--- src/rtl/usbsts_pkg.sv ---
package usbsts_pkg;
  localparam int STS_W     = 5;
  localparam int AW        = 2;
  localparam int B_USBINT  = 0;
  localparam int B_ERRINT  = 1;
  localparam int B_PCD     = 2;
  localparam int B_FLR     = 3;
  localparam int B_HSE     = 4;
  localparam int CMD_RS    = 0;

  typedef enum logic [AW-1:0] {
    RA_CMD  = 2'd0,
    RA_STS  = 2'd1,
    RA_IEN  = 2'd2,
    RA_NONE = 2'd3
  } reg_addr_e;
endpackage

--- src/rtl/usbsts_port_chg.sv ---
module usbsts_port_chg #(
  parameter int NPORT = 4,
  parameter int NCHG  = 3
) (
  input  logic                   clk,
  input  logic                   rst,
  input  logic [NPORT*NCHG-1:0]  chg,
  input  logic [NPORT-1:0]       resume,
  input  logic [NPORT-1:0]       owner,
  output logic                   pcd_set
);
  localparam int CW = NPORT * NCHG;

  logic [CW-1:0]    chg_prev;
  logic [NPORT-1:0] res_prev;
  logic [NPORT-1:0] port_rise;

  always_ff @(posedge clk) begin
    if (rst) begin
      chg_prev <= '0;
      res_prev <= '0;
    end else begin
      chg_prev <= chg;
      res_prev <= resume;
    end
  end

  for (genvar p = 0; p < NPORT; p++) begin : g_port
    logic [NCHG-1:0] rise_bits;
    logic            res_rise;
    assign rise_bits    = chg[p*NCHG +: NCHG] & ~chg_prev[p*NCHG +: NCHG];
    assign res_rise     = resume[p] & ~res_prev[p];
    assign port_rise[p] = ~owner[p] & ((|rise_bits) | res_rise);
  end

  assign pcd_set = |port_rise;
endmodule

--- src/rtl/usbsts_frame_roll.sv ---
module usbsts_frame_roll (
  input  logic clk,
  input  logic rst,
  input  logic frnum_bit,
  output logic flr_set
);
  logic bit_prev;

  always_ff @(posedge clk) begin
    if (rst) bit_prev <= 1'b0;
    else     bit_prev <= frnum_bit;
  end

  assign flr_set = frnum_bit ^ bit_prev;
endmodule

--- src/rtl/usbsts_sticky.sv ---
module usbsts_sticky #(
  parameter int W = 5
) (
  input  logic         clk,
  input  logic         rst,
  input  logic [W-1:0] set,
  input  logic [W-1:0] clr,
  output logic [W-1:0] q,
  output logic [W-1:0] d
);
  for (genvar i = 0; i < W; i++) begin : g_bit
    assign d[i] = set[i] | (q[i] & ~clr[i]);
    always_ff @(posedge clk) begin
      if (rst) q[i] <= 1'b0;
      else     q[i] <= d[i];
    end
  end
endmodule

--- src/rtl/usb_hc_status_intr.sv ---
module usb_hc_status_intr
  import usbsts_pkg::*;
#(
  parameter int NPORT = 4,
  parameter int NCHG  = 3
) (
  input  logic                  clk,
  input  logic                  rst,
  input  logic                  ev_txn_done,
  input  logic                  ev_ioc,
  input  logic                  ev_txn_err,
  input  logic                  ev_short_pkt,
  input  logic                  ev_mem_fail,
  input  logic                  frnum_bit,
  input  logic [NPORT*NCHG-1:0] port_chg,
  input  logic [NPORT-1:0]      port_resume,
  input  logic [NPORT-1:0]      port_owner,
  input  logic                  reg_wr,
  input  logic [AW-1:0]         reg_addr,
  input  logic [STS_W-1:0]      reg_wdata,
  output logic [STS_W-1:0]      reg_rdata,
  output logic                  irq,
  output logic                  run_stop
);
  logic             pcd_set;
  logic             flr_set;
  logic [STS_W-1:0] sts_set;
  logic [STS_W-1:0] sts_clr;
  logic [STS_W-1:0] sts_q;
  logic [STS_W-1:0] sts_d;
  logic [STS_W-1:0] ien_q;
  logic [STS_W-1:0] ien_d;
  logic             wr_sts;
  logic             wr_ien;
  logic             wr_cmd;

  usbsts_port_chg #(.NPORT(NPORT), .NCHG(NCHG)) i_port_chg (
    .clk    (clk),
    .rst    (rst),
    .chg    (port_chg),
    .resume (port_resume),
    .owner  (port_owner),
    .pcd_set(pcd_set)
  );

  usbsts_frame_roll i_frame_roll (
    .clk      (clk),
    .rst      (rst),
    .frnum_bit(frnum_bit),
    .flr_set  (flr_set)
  );

  assign wr_cmd = reg_wr && (reg_addr == RA_CMD);
  assign wr_sts = reg_wr && (reg_addr == RA_STS);
  assign wr_ien = reg_wr && (reg_addr == RA_IEN);

  always_comb begin
    sts_set           = '0;
    sts_set[B_USBINT] = (ev_txn_done && ev_ioc) || ev_short_pkt;
    sts_set[B_ERRINT] = ev_txn_done && ev_txn_err;
    sts_set[B_PCD]    = pcd_set;
    sts_set[B_FLR]    = flr_set;
    sts_set[B_HSE]    = ev_mem_fail;
  end

  assign sts_clr = wr_sts ? reg_wdata : '0;

  usbsts_sticky #(.W(STS_W)) i_sticky (
    .clk(clk),
    .rst(rst),
    .set(sts_set),
    .clr(sts_clr),
    .q  (sts_q),
    .d  (sts_d)
  );

  assign ien_d = wr_ien ? reg_wdata : ien_q;

  always_ff @(posedge clk) begin
    if (rst) begin
      ien_q    <= '0;
      irq      <= 1'b0;
      run_stop <= 1'b0;
    end else begin
      ien_q <= ien_d;
      irq   <= |(sts_d & ien_d);
      if (ev_mem_fail)  run_stop <= 1'b0;
      else if (wr_cmd)  run_stop <= reg_wdata[CMD_RS];
    end
  end

  always_ff @(posedge clk) begin
    if (rst) begin
      reg_rdata <= '0;
    end else begin
      unique case (reg_addr_e'(reg_addr))
        RA_CMD: begin
          reg_rdata         <= '0;
          reg_rdata[CMD_RS] <= run_stop;
        end
        RA_STS:  reg_rdata <= sts_q;
        RA_IEN:  reg_rdata <= ien_q;
        default: reg_rdata <= '0;
      endcase
    end
  end
endmodule

--- config.mk ---
export PLATFORM = sky130hd
export DESIGN_NAME = usb_hc_status_intr
export DESIGN_NICKNAME = d
export VERILOG_FILES = /design/src/rtl/usbsts_pkg.sv /design/src/rtl/usbsts_port_chg.sv /design/src/rtl/usbsts_frame_roll.sv /design/src/rtl/usbsts_sticky.sv /design/src/rtl/usb_hc_status_intr.sv
export SDC_FILE = /design/constraint.sdc
export NUM_CORES = 1
export LEC_CHECK = 0
export BUFFER_PORTS_ARGS = -buffer_cell sky130_fd_sc_hd__buf_2
export CAP_MARGIN = 30
export CORE_ASPECT_RATIO = 0.7
export CORE_MARGIN = 3
export CORE_UTILIZATION = 49
export DETAILED_ROUTE_END_ITERATION = 10
export HOLD_SLACK_MARGIN = 0.15
export PLACE_DENSITY_LB_ADDON = 0.2
export SLEW_MARGIN = 0
export SYNTH_ARGS = -nofsm -noshare
export SYNTH_HDL_FRONTEND = slang
export SYNTH_SLANG_ARGS = --single-unit
--- constraint.sdc ---
create_clock -name clk -period 2.4 [get_ports clk]
set_clock_uncertainty 0.1 [all_clocks]
set_input_delay 0.6 -clock clk [delete_from_list [all_inputs] [get_ports clk]]
set_output_delay 0.6 -clock clk [all_outputs]
set_load 0.02 [all_outputs]
==> metrics <==
DR WL met3=209 um; I/O pin cnt=43; clk slew on worst S/H paths=0.07 ns; min Tclk post-route=1.75 ns; Synth Net Count=165; Hold Vio Cnt, Final=0; TritonCTS clock tree=done; Finished Core Util=0.658; max cap viols=0; CP bufs+invs=1; top routing layer used=met4; Slew @ Worst Pin=0.499 ns; Post-CTS Resized=0; met2 WL=1.12 mm; CP arrival=1.82 ns; Via density=4.90; Crit Path Max Fanout=2; Crit-path slowest cell=a2111o_1; Netlist cell types=26; final WL=2.57 mm; Congestion Overflow GR=0; Highest Clock Rate=571 MHz; Area contributors post-synth=dfxtp_1, nor2b_1, mux2i_1; status=complete, no violations; CTS Hold Bufs=0; top_reg_cell synth=dfxtp_1; post-synthesis area per instance=10.2 um2; Leak=0.744 nW; die width=68.1 um; postcts setup bufs=0; synthesis-to-layout area growth=25.3%; crit-path cells=buf_2 > nor2b_4 > a2111oi_4 > o22ai_1 > a2111o_1 > o2bb2ai_1; max-slew violation count=0; worst hold path class=reg -> reg; layout cells sized above 1=0.337; initial antenna violation count=0; CTS buffer count=5; Synth Cell Area=1320 um2; DRT iter0 DRCs=100; Pre-antenna DRT Iters=4; endpoints failing setup=0; Pwr per Cell Area=704 nW/um2; Placer Congestion=0.816; most common cell in the netlist=dfxtp_1; M1 wire length=1.20 mm; Core ar.=2510 um2; FFs w/ async S/R, synth=0; Initial Util=0.525; # DRC=0; die area=3370 um2; Seq cells post-synth=34; largest net degree at the start of global routing=28; htree depth=2; Max rail drop VDD=424 uV; Overall Global Routing Usage=0.174; crit start category=input pin; Setup CP Type=in -> reg; first-pass GRT wire length=4.14 mm; number of diodes=0; Final ANT Viol Nets=0; Row Count=15; DP Area=1560 um2; Final Cycle Share=0.730; CP Data Required Time=2.46 ns; number of global-route vias before repair=934; Port Buffers=42; Wirelength per Cell=12.3 um; WHS=0.385 ns; CTS Buffer Depth=2; Top delay family on crit path=compound AO/OA/AOI/OAI gates; Skew-Pair Late Insertion Delay=0.29 ns; Syn Inst Count=129; Crit. End Element=flop; total negative setup slack=0 ns; clock net sink count=34; Synth warnings=0; Post-synth EDFFs=0; Layout Nets=210; unrepaired setup endpoints after global routing=false; cell taking the most area after synthesis=dfxtp_1; HPWL Detailed=1.91 mm; vias after detailed routing=1,024; top cell type's share of synthesized area=0.515; slew margin rel.=0.668; Final Cell Area=1660 um2; Root Driver=clkbuf_8; sequential element share of the synthesized area=0.515; slowest stage delay, CP=0.41 ns; Post-synth top cells=dfxtp_1, nor2b_1, nor2_1, a22oi_1, mux2i_1; Die H=49.4 um
==> cells in the final DEF (no fill, tap or decap), types with 2 or more instances in the layout <==
master and count:
a2111oi_4 2, a21oi_1 4, a22oi_1 7, a31oi_1 2, buf_2 42, buf_4 2
clkbuf_8 6, dfxtp_1 34, inv_1 3, inv_2 3, mux2i_1 6, nand2b_1 4
nand3_1 2, nand4b_1 4, nor2_1 15, nor2b_1 22, nor2b_4 3, o22ai_1 3
==> logic make-up (layout without fill, tap and decap cells) <==
| logic type | count (synthesis) | after routing | share of synthesized area |
|---|---|---|---|
| AOI/OAI and AO/OA | 21 | 21 | 0.142 |
| xor gates and xnor gates | 1 | 1 | 0.00663 |
| buffers and inverters | 12 | 58 | 0.0360 |
| DFF | 34 | 34 | 0.515 |
| muxes | 6 | 6 | 0.0455 |
| and+or+nand+nor | 55 | 55 | 0.255 |
==> stage by stage <==
stage | setup WS (ns) | power [W] | std cells
2_1_floorplan | 0.537 | 0.000697 | 129
3_3_place_gp | 0.360 | 0.000746 | 201
3_5_place_dp | 0.331 | 0.000750 | 201
4_1_cts | 0.641 | 0.00118 | 209
5_1_grt | 0.599 | 0.00122 | 209
6_report | 0.648 | 0.00117 | 209
==> layer usage <==
metal,up-vias,global-route usage
met1,460,0.211
met2,28,0.251
met4,0,0.0693
li1,530,-
met5,-,0
met3,6,0.0968
==> layout make-up <==
type / instances / area (um2)
fill: 215 / 860
clock buffer: 7 / 86.3
timing repair buffer: 44 / 225
inverter: 6 / 22.5
tap: 34 / 42.5
sequential: 34 / 681
clock inverter: 1 / 5.00
multi-input combinational: 83 / 593
==> final timing paths <==
kind | from | to | slack (ns) | depth (start not counted)
worst min-delay path | ien_q[2]$_SDFF_PP0_ | ien_q[2]$_SDFF_PP0_ | 0.39 | 2
worst min register to register | ien_q[2]$_SDFF_PP0_ | ien_q[2]$_SDFF_PP0_ | 0.39 | 2
worst max register to register | i_port_chg.chg_prev[9]$_SDFF_PP0_ | irq$_SDFF_PP0_ | 0.76 | 5
worst max-delay path | port_chg[9] | irq$_SDFF_PP0_ | 0.65 | 6
==> worst reg2reg max path, delay by kind of cell (launching register included) <==
family           cells  cell delay [ns]
AO/OA/AOI/OAI        4             0.99
flip-flops           1             0.37
AND/OR/NAND/NOR      1             0.06
==> sequential cells by signal, indices dropped and copies added, names as in the netlist <==
name                   cells
irq                        1
run_stop                   1
i_port_chg.chg_prev       12
reg_rdata                  5
i_sticky.q                 5
ien_q                      5
i_frame_roll.bit_prev      1
i_port_chg.res_prev        4
==> where the power goes <==
group | internal, W | total [W] | switching (W)
clock network | 0.000231 | 0.000428 | 0.000197
logic | 0.0000660 | 0.000133 | 0.0000674
registers | 0.000593 | 0.000605 | 0.0000110
Power figures use the tool's default switching activity.
